[src/rtl/mtm_pkg.sv]
package mtm_pkg;
    timeunit 1ns;
    timeprecision 100ps;

    typedef enum logic [1:0] {
        ST_IDLE     = 2'd0,
        ST_HIT      = 2'd1,
        ST_MISS     = 2'd2,
        ST_CONFLICT = 2'd3
    } mtm_state_e;
endpackage

[src/rtl/mtm_line_cmp.sv]
module mtm_line_cmp #(
    parameter int  TAG_W      = 28,
    parameter int  MASK_W     = 10,
    parameter int  MASK_SHIFT = 1,
    parameter bit  MASKABLE   = 1'b0
) (
    input  logic [TAG_W-1:0]  addr_tag,
    input  logic [TAG_W-1:0]  line_tag,
    input  logic              valid,
    input  logic              lock,
    input  logic [MASK_W-1:0] mask,
    output logic              hit
);
    logic [TAG_W-1:0] mask_ext;
    logic [TAG_W-1:0] mask_eff;
    logic [TAG_W-1:0] diff;

    // Place the mask over the tag bits that it covers.
    assign mask_ext = {{(TAG_W-MASK_W){1'b0}}, mask} << MASK_SHIFT;
    // The mask takes effect only on a maskable line that is locked.
    assign mask_eff = mask_ext & {TAG_W{lock & MASKABLE}};
    assign diff     = (addr_tag ^ line_tag) & ~mask_eff;
    assign hit      = valid && (diff == '0);
endmodule

[src/rtl/mtm_hit_resolve.sv]
module mtm_hit_resolve #(
    parameter int NUM_LINES  = 16,
    parameter int MASK_LINE0 = 10,
    parameter int MASK_LINE1 = 11
) (
    input  logic [NUM_LINES-1:0] hits,
    output logic                 any_hit,
    output logic                 multi_hit,
    output logic                 masked_hit
);
    logic seen;

    always_comb begin
        seen      = 1'b0;
        multi_hit = 1'b0;
        for (int i = 0; i < NUM_LINES; i++) begin
            if (hits[i]) begin
                if (seen) multi_hit = 1'b1;
                seen = 1'b1;
            end
        end
        any_hit    = seen;
        masked_hit = hits[MASK_LINE0] | hits[MASK_LINE1];
    end
endmodule

[src/rtl/mtm_tag_match.sv]
module mtm_tag_match
    import mtm_pkg::*;
#(
    parameter int NUM_LINES  = 16,
    parameter int ADDR_W     = 32,
    parameter int OFF_W      = 4,
    parameter int MASK_LO    = 5,
    parameter int MASK_W     = 10,
    parameter int MASK_LINE0 = 10,
    parameter int MASK_LINE1 = 11,
    localparam int TAG_W      = ADDR_W - OFF_W,
    localparam int MASK_SHIFT = MASK_LO - OFF_W
) (
    input  logic                       clk,
    input  logic                       rst_n,
    input  logic                       fetch_valid,
    input  logic [ADDR_W-1:0]          fetch_addr,
    input  logic                       pf_enable,
    input  logic [NUM_LINES*TAG_W-1:0] line_tags,
    input  logic [NUM_LINES-1:0]       line_valid,
    input  logic [NUM_LINES-1:0]       line_lock,
    input  logic [MASK_W-1:0]          mask_a,
    input  logic [MASK_W-1:0]          mask_b,
    output logic [NUM_LINES-1:0]       hit_vec,
    output logic                       zw_hit,
    output logic                       miss,
    output logic                       multi_err,
    output logic                       pf_req,
    output logic [ADDR_W-1:0]          pf_addr
);
    timeunit 1ns;
    timeprecision 100ps;

    logic [TAG_W-1:0]     addr_tag;
    logic [NUM_LINES-1:0] hits;
    logic                 any_hit, multi_hit, masked_hit;

    mtm_state_e           state_q, state_d;
    logic [NUM_LINES-1:0] hit_vec_q;
    logic                 pf_q;
    logic [ADDR_W-1:0]    pf_addr_q;

    assign addr_tag = fetch_addr[ADDR_W-1:OFF_W];

    // One comparator per line; the designated lines get their own mask.
    for (genvar i = 0; i < NUM_LINES; i++) begin : g_line
        if (i == MASK_LINE0) begin : g_mask0
            mtm_line_cmp #(.TAG_W(TAG_W), .MASK_W(MASK_W),
                           .MASK_SHIFT(MASK_SHIFT), .MASKABLE(1'b1)) u_cmp (
                .addr_tag (addr_tag),
                .line_tag (line_tags[i*TAG_W +: TAG_W]),
                .valid    (line_valid[i]),
                .lock     (line_lock[i]),
                .mask     (mask_a),
                .hit      (hits[i])
            );
        end else if (i == MASK_LINE1) begin : g_mask1
            mtm_line_cmp #(.TAG_W(TAG_W), .MASK_W(MASK_W),
                           .MASK_SHIFT(MASK_SHIFT), .MASKABLE(1'b1)) u_cmp (
                .addr_tag (addr_tag),
                .line_tag (line_tags[i*TAG_W +: TAG_W]),
                .valid    (line_valid[i]),
                .lock     (line_lock[i]),
                .mask     (mask_b),
                .hit      (hits[i])
            );
        end else begin : g_exact
            mtm_line_cmp #(.TAG_W(TAG_W), .MASK_W(MASK_W),
                           .MASK_SHIFT(MASK_SHIFT), .MASKABLE(1'b0)) u_cmp (
                .addr_tag (addr_tag),
                .line_tag (line_tags[i*TAG_W +: TAG_W]),
                .valid    (line_valid[i]),
                .lock     (line_lock[i]),
                .mask     ('0),
                .hit      (hits[i])
            );
        end
    end

    mtm_hit_resolve #(
        .NUM_LINES (NUM_LINES),
        .MASK_LINE0(MASK_LINE0),
        .MASK_LINE1(MASK_LINE1)
    ) u_resolve (
        .hits      (hits),
        .any_hit   (any_hit),
        .multi_hit (multi_hit),
        .masked_hit(masked_hit)
    );

    // Next-state decision.
    always_comb begin
        if (!fetch_valid)   state_d = ST_IDLE;
        else if (multi_hit) state_d = ST_CONFLICT;
        else if (any_hit)   state_d = ST_HIT;
        else                state_d = ST_MISS;
    end

    // State and result registers.
    always_ff @(posedge clk) begin
        if (!rst_n) begin
            state_q   <= ST_IDLE;
            hit_vec_q <= '0;
            pf_q      <= 1'b0;
            pf_addr_q <= '0;
        end else begin
            state_q   <= state_d;
            hit_vec_q <= (fetch_valid && !multi_hit) ? hits : '0;
            pf_q      <= fetch_valid && !multi_hit && masked_hit && pf_enable;
            pf_addr_q <= {addr_tag + TAG_W'(1), {OFF_W{1'b0}}};
        end
    end

    // Outputs decoded from the state.
    always_comb begin
        hit_vec   = '0;
        zw_hit    = 1'b0;
        miss      = 1'b0;
        multi_err = 1'b0;
        pf_req    = 1'b0;
        pf_addr   = '0;
        unique case (state_q)
            ST_IDLE:     ;
            ST_HIT: begin
                hit_vec = hit_vec_q;
                zw_hit  = 1'b1;
                pf_req  = pf_q;
                pf_addr = pf_q ? pf_addr_q : '0;
            end
            ST_MISS:     miss      = 1'b1;
            ST_CONFLICT: multi_err = 1'b1;
            default:     ;
        endcase
    end

    // ---------------- assertions ----------------
    AST_HIT_ONEHOT: assert property (@(posedge clk) disable iff (!rst_n)
        $onehot0(hit_vec));

    AST_CONFLICT_QUIET: assert property (@(posedge clk) disable iff (!rst_n)
        multi_err |-> (hit_vec == '0 && !zw_hit && !pf_req));

    AST_IDLE_AFTER_NO_FETCH: assert property (@(posedge clk) disable iff (!rst_n)
        !fetch_valid |=> (hit_vec == '0 && !zw_hit && !miss && !multi_err && !pf_req));

    AST_PF_NEEDS_ENABLE: assert property (@(posedge clk) disable iff (!rst_n)
        pf_req |-> $past(pf_enable));

    AST_PF_MASKED_ONLY: assert property (@(posedge clk) disable iff (!rst_n)
        pf_req |-> (hit_vec[MASK_LINE0] | hit_vec[MASK_LINE1]));

    AST_ZW_HAS_LINE: assert property (@(posedge clk) disable iff (!rst_n)
        zw_hit |-> ($countones(hit_vec) == 1));

    for (genvar j = 0; j < NUM_LINES; j++) begin : g_chk
        AST_BIT4_EXACT: assert property (@(posedge clk) disable iff (!rst_n)
            hit_vec[j] |-> ($past(fetch_addr[OFF_W]) == $past(line_tags[j*TAG_W])));
        AST_VALID_NEEDED: assert property (@(posedge clk) disable iff (!rst_n)
            hit_vec[j] |-> $past(line_valid[j]));
    end
endmodule

[config.mk]
export PLATFORM = sky130hd
export DESIGN_NAME = mtm_tag_match
export DESIGN_NICKNAME = d
export VERILOG_FILES = /design/src/rtl/mtm_pkg.sv /design/src/rtl/mtm_line_cmp.sv /design/src/rtl/mtm_hit_resolve.sv /design/src/rtl/mtm_tag_match.sv
export SDC_FILE = /design/constraint.sdc
export NUM_CORES = 1
export LEC_CHECK = 0
export BUFFER_PORTS_ARGS = -buffer_cell sky130_fd_sc_hd__buf_2
export CAP_MARGIN = 25
export CORE_AREA = 3 3 230 232
export DETAILED_ROUTE_END_ITERATION = 6
export DIE_AREA = 0 0 233 235
export GPL_TIMING_DRIVEN = 0
export PLACE_DENSITY = 0.38
export SYNTH_ARGS = -nofsm -noshare
export SYNTH_HDL_FRONTEND = slang
export SYNTH_HIERARCHICAL = 1
export SYNTH_SLANG_ARGS = --single-unit
[constraint.sdc]
create_clock -name clk -period 2.9 [get_ports clk]
set_clock_uncertainty 0.2 [all_clocks]
set_input_delay 0.145 -clock clk [delete_from_list [all_inputs] [get_ports clk]]
set_output_delay 0.145 -clock clk [all_outputs]
set_load 0.01 [all_outputs]
==> impl_metrics.tcl, run 1 <==
set metrics [dict create \
    status "finished, final reports clean" \
    cts_made_buffers 5 \
    relSlewSlack 0.607 \
    fin_area_um2 11800 \
    port_buffers 563 \
    fin_crit_sh 0.981 \
    yosys_warnings 6 \
    p_comb_frac 0.519 \
    grt_pass1_wl_um 62900 \
    final_common_cell "buf_2" \
    stdcell_count 2174 \
    ioPinCount 588 \
    min_from "fetch_addr[25]" \
    ant_nets 0 \
    grt_pass1_vias 9427 \
    synth_area_um2 7420 \
    pwr-share-seq 0.251 \
    coreArea_um2 51200 \
    grt_remaining_overflow 0 \
    nets 2025 \
    dp_cells 2150 \
    synth_edf_count 0 \
    synth-main-ff-cell "dfxtp_1" \
    h-tree-depth 2 \
    setup_violations 0 \
    crit_required_ns 2.89 \
    endpoint_kind "flop" \
    viasPerCell 4.12 \
    placed_area_um2 11100 \
    fin_crit_ns 2.85 \
    dr_total_vias 8961 \
    final_cell_mix "536 x buf_2, 273 x xor2_1, 186 x xnor2_1" \
    avgSynthCellArea_um2 8.21 \
    clock.fmax_mhz 351 \
    dieArea_um2 54800 \
    first_pass_iters 4 \
    first_iter_violations 298 \
    power_density_nw_per_um2 227 \
    cts_num_sinks 47 \
    start_kind "input port" \
    synth_cell_types 44 \
    drv_cap 0 \
    dp_hpwl_um 37800 \
    track_usage 0.158 \
    post-route-util 0.231 \
    start_util 0.145 \
    setup.worst_path.start "fetch_addr[12]" \
    ir_drop_mv 0.190 \
    crit_arrival_ns 2.84 \
    drive_above_1_share 0.422 \
    drc_errors 0 \
    ys_seq_area_frac 0.127 \
    cts_root_buf "clkbuf_16" \
    maxSlewViolCount 0 \
    worst_pin_slew_ns 0.590 \
    ys_ff_latch 47 \
    ys_async_sr_fraction 0 \
    crit_path_end "hit_vec_q[15]$_SDFF_PN0_" \
    synthCells 904 \
    min_path_type "input port to flop" \
    cp_max_fo 22 \
    wl_per_cell_um 21.0 \
    cts_buffer_depth 2 \
    cts_tree "done" \
    swShare 0.379 \
    rows 83 \
    path_class "input port to flop" \
    gp_congestion 0.903 \
    wirelength_um 45700 \
    rsz0062_at_grt "false" \
    finalHoldViolCount 0 \
    n_fill_cell 5802 \
    pwr-share-clk 0.229 \
    power_leakage_nw 5.34 \
    die_h_um 235 \
    fp.dieW_um 233 \
    antenna_found_initial 4 \
    grt_max_degree 23 \
    p_int_mw 1.67 \
    switching_power_mw 1.02 \
    clkTransAtPathRegs_ns 0.07 \
    syn_to_final_growth_pct 59.3 \
]
[worst max-delay path, stage by stage]
cell	delay, ns
buf_12	0.15
xor2_1	0.18
nor4_1	0.32
nand4_1	0.47
nor4_4	0.34
buf_4	0.20
buf_12	0.11
nor4_4	0.05
o21ai_0	0.18
nand3_1	0.12
nand3_2	0.14
nor2_4	0.06
clkbuf_4	0.18
and2_1	0.16
[cell families after synthesis]
family	count (synthesis)	synth area share
buffers and inverters	23	0.0164
xor gates and xnor gates	459	0.542
adders and majority gates	2	0.00304
AOI/OAI and AO/OA	57	0.0430
and+or+nand+nor	315	0.268
other	1	0.000506
DFF	47	0.127
[power groups by stage]
| stage | combinational (mW) | clock, mW | sequential, mW |
|---|---|---|---|
| floorplan | 0.580 | 0 | 0.685 |
| global placement | 1.31 | 0 | 0.690 |
| global route | 1.51 | 0.664 | 0.677 |
| detailed placement | 1.33 | 0 | 0.690 |
| CTS | 1.39 | 0.643 | 0.674 |
| finish | 1.39 | 0.616 | 0.675 |
[per-stage QoR]
step / power, mW / hold slack [ns] / setup WS, ns / setup TNS [ns]
6_report: 2.68 / 0.0131 / 0.0544 / 0
5_1_grt: 2.85 / 0.0235 / 0.000260 / 0
4_1_cts: 2.71 / 0.00940 / 0.0183 / 0
3_5_place_dp: 2.02 / 0.228 / -1.44 / -24.40
3_3_place_gp: 2.00 / 0.228 / -1.41 / -23.96
2_1_floorplan: 1.27 / 0.0174 / 0.476 / 0
[registers in the layout (all words and copies together), names as in the netlist]
register,flops
state_q,2
hit_vec_q,16
pf_q,1
pf_addr_q,28
[what timing repair did]
item	4_1_cts	5_1_grt
pin swaps	11	12
buffers inserted	6	1
endpoints found under the setup margin	19	14
endpoints found under the hold margin	7	0
hold buffers	4	0
resized for setup	82	21
cloned	0	0
[cell usage after synthesis (2+ instances only)]
cell / instances / share of area
a21oi_1: 34 / 0.023
and2_1: 35 / 0.030
and3_1: 35 / 0.030
and4_1: 3 / 0.0035
buf_4: 7 / 0.0071
clkbuf_1: 11 / 0.0056
dfxtp_1: 47 / 0.13
inv_1: 2 / 0.0010
nand2_1: 10 / 0.0051
nand3_1: 31 / 0.021
nand4_1: 55 / 0.046
nand4_4: 2 / 0.0057
nor2_1: 21 / 0.011
nor2b_1: 2 / 0.0017
nor3_1: 21 / 0.014
nor4_1: 65 / 0.055
nor4_2: 14 / 0.024
o21ai_0: 11 / 0.0074
o31a_1: 2 / 0.0024
o31ai_1: 4 / 0.0040
or2_1: 2 / 0.0017
or3_1: 6 / 0.0051
or3_2: 3 / 0.0030
or4_1: 4 / 0.0040
xnor2_1: 186 / 0.22
xor2_1: 273 / 0.32
[final cells by class]
type | instances | area (µm²) | area share
buffer | 20 | 114 | 0.00964
multi-input combinational | 837 | 6570 | 0.556
tap | 680 | 851 | 0.0720
clock inverter | 3 | 27.5 | 0.00233
clock buffer | 5 | 125 | 0.0106
antenna | 5 | 12.5 | 0.00106
inverter | 3 | 11.3 | 0.000953
sequential | 47 | 941 | 0.0796
timing repair buffer | 574 | 3160 | 0.268
[layer usage]
layer  vias up  GRT usage  wire length, µm
met5         -          0                0
met4         0     0.0468             1290
met3        48     0.0258             2480
met2       356      0.298            24000
met1      4206      0.180            17800
li1       4351          -                -
[worst min path at each step]
stage	end	slack, ns	cells past startpoint
final	pf_addr_q[25]$_SDFF_PN0_	0.01	3
after global routing	pf_addr_q[25]$_SDFF_PN0_	0.02	3
after CTS	pf_addr_q[25]$_SDFF_PN0_	0.009	3
after detailed placement	state_q[1]$_SDFF_PN0_	0.23	3
after global placement	state_q[0]$_SDFF_PN0_	0.23	3
after floorplan	pf_addr_q[4]$_SDFF_PN0_	0.02	1
Note: power is estimated with default switching activity, not from simulation.
==> run 2: changes to the inputs <==
BUFFER_PORTS_ARGS = default   (was -buffer_cell sky130_fd_sc_hd__buf_2)
DONT_BUFFER_PORTS = 1   (was default)
PLACE_DENSITY = 0.3   (was 0.38)
REMOVE_ABC_BUFFERS = 1   (was default)
clock period = 2.5 ns   (was 2.9 ns; I/O delays follow)
==> impl_metrics.tcl, run 2 (same netlist as run 1, synthesis figures left out) <==
set metrics [dict create \
    status "complete, but fails checks" \
    failed_checks "negative hold slack" \
    min_to "hit_vec_q[0]$_SDFF_PN0_" \
    crit_required_ns 2.49 \
    first_iter_violations 374 \
    multi_input_area_um2 6670 \
    route.met2.wl_um 23800 \
    grt_pass1_vias 7725 \
    fin_crit_sh 0.982 \
    path_class "input port to flop" \
    cts_made_buffers 5 \
    m1WireLength_um 18700 \
    worst_pin_slew_ns 0.947 \
    rows 83 \
    maxSlewViolCount 0 \
    power_density_nw_per_um2 269 \
    cp_max_fo 7 \
    clock.fmax_mhz 407 \
    grt_pass1_wl_um 61500 \
    fp.dieW_um 233 \
    power_leakage_nw 3.27 \
    n_fill_cell 5794 \
    dp_hpwl_um 35200 \
    worstHoldPathCells 3 \
    endpoint_kind "flop" \
    cts_root_buf "clkbuf_16" \
    cts_num_sinks 47 \
    dieArea_um2 54800 \
    gp_congestion 0.882 \
    final_common_cell "xor2_1" \
    met3_wirelength_um 2530 \
    hold_slack_ns -0.00132 \
    drv_cap 0 \
    drc_errors 0 \
    ioPinCount 588 \
    tns_ns 0 \
    coreArea_um2 51200 \
    placed_area_um2 8190 \
    wirelength_um 46400 \
    wl_per_cell_um 28.0 \
    seq_area_um2 941 \
    path_buf_inv 1 \
    grt_remaining_overflow 0 \
    cp_slowest_stage_delay_ns 0.45 \
    clkTransAtPathRegs_ns 0.07 \
    largestRegisters "pf_addr_q (28), hit_vec_q (16), state_q (2)" \
    start_kind "input port" \
    first_pass_iters 5 \
    relSlewSlack 0.367 \
    grt_max_degree 47 \
    routed.top_layer "met4" \
    min_from "line_valid[0]" \
    n_antenna_cell 0 \
    syn_to_final_growth_pct 27.0 \
    nets 1512 \
    cts_tree "done" \
    critPathSlowestCell "nor4_4" \
    final_cell_mix "268 x xor2_1, 186 x xnor2_1, 66 x dlygate4sd3_1" \
    track_usage 0.159 \
    worst_path_dominant_cell_family "simple AND/OR/NAND/NOR gates" \
    ir_drop_mv 0.217 \
    top_register "pf_addr_q" \
    port_buffers 0 \
    dr_total_vias 7285 \
    finalHoldViolCount 2 \
    viasPerCell 4.40 \
    start_util 0.145 \
    fin_crit_ns 2.46 \
    min_path_type "input port to flop" \
    fin_area_um2 9420 \
    drive_above_1_share 0.0841 \
    cts_buffer_depth 2 \
    crit_chain "xor2_1 > nor4_2 > nand4_1 > nor4_4 > nor2_2 > a31oi_1 > o22ai_1 > nand3_2 > nor2_4 > buf_6 > and2_1" \
    antenna_found_initial 2 \
    ant_nets 0 \
    largest_register_ffs 28 \
    h-tree-depth 2 \
    crit_arrival_ns 2.45 \
    setup_violations 0 \
    rsz0062_at_grt "true" \
    die_h_um 235 \
]
run 2: cell count changes in the layout (fill, tap and decap cells not counted), moves of 4 or more:
cell           change
xor2_2             +4
buf_4             -11
diode_2            -5
clkbuf_1          -10
dlygate4sd3_1     +62
buf_8              -5
and2_1            -12
buf_12            -10
xor2_1             -5
and2_4            +12
buf_2            -536
run 2: through the flow:
stage	power (mW)	setup slack [ns]	utilization	hold slack, ns	cells
floorplan	1.45	0.170	-	-0.00262	887
global placement	1.60	-1.00	0.160	0.00690	1567
detailed placement	1.61	-0.860	0.160	0.0139	1568
CTS	2.55	-0.0858	0.180	0.00175	1650
global route	2.67	-0.0693	0.184	0.00430	1655
finish	2.54	0.0447	0.184	-0.00132	1655
run 2: routing by layer:
metal | vias up | global-route usage
li1 | 3301 | -
met1 | 3541 | 0.193
met2 | 396 | 0.285
met3 | 47 | 0.0253
met4 | 0 | 0.0500
met5 | - | 0
run 2: worst max path at each step:
stage	startpoint	endpoint	cells past startpoint
4_1_cts	line_tags[3]	pf_q$_SDFF_PN0_	11
3_5_place_dp	line_tags[29]	pf_q$_SDFF_PN0_	11
5_1_grt	line_tags[196]	hit_vec_q[10]$_SDFF_PN0_	11
2_1_floorplan	line_tags[103]	pf_q$_SDFF_PN0_	10
6_report	line_tags[196]	hit_vec_q[11]$_SDFF_PN0_	11
3_3_place_gp	fetch_addr[28]	pf_q$_SDFF_PN0_	8
run 2: worst min-delay path: stages:
cell     delay (ns)
nand3_1        0.12
nor4_4         0.08
and2_4         0.13
run 2: what timing repair did:
item / in CTS / in global routing
buffers inserted: 7 / 5
setup endpoints to repair: 19 / 20
gates cloned: 1 / 0
resized for setup: 26 / 33
hold buffers: 67 / 0
pin swaps: 18 / 25
endpoints found under the hold margin: 38 / 0
run 2: layout make-up:
cell class	count	share of cell area
Inverter	3	0.00119
Tap cell	680	0.0903
Sequential cell	47	0.0998
Clock buffer	5	0.0133
Timing Repair Buffer	81	0.0838
Clock inverter	2	0.00398
Multi-Input combinational cell	837	0.708
run 2: where the power goes:
part / internal (mW) / switching [mW]
logic: 0.538 / 0.436
registers: 0.775 / 0.00867
clock network: 0.467 / 0.311
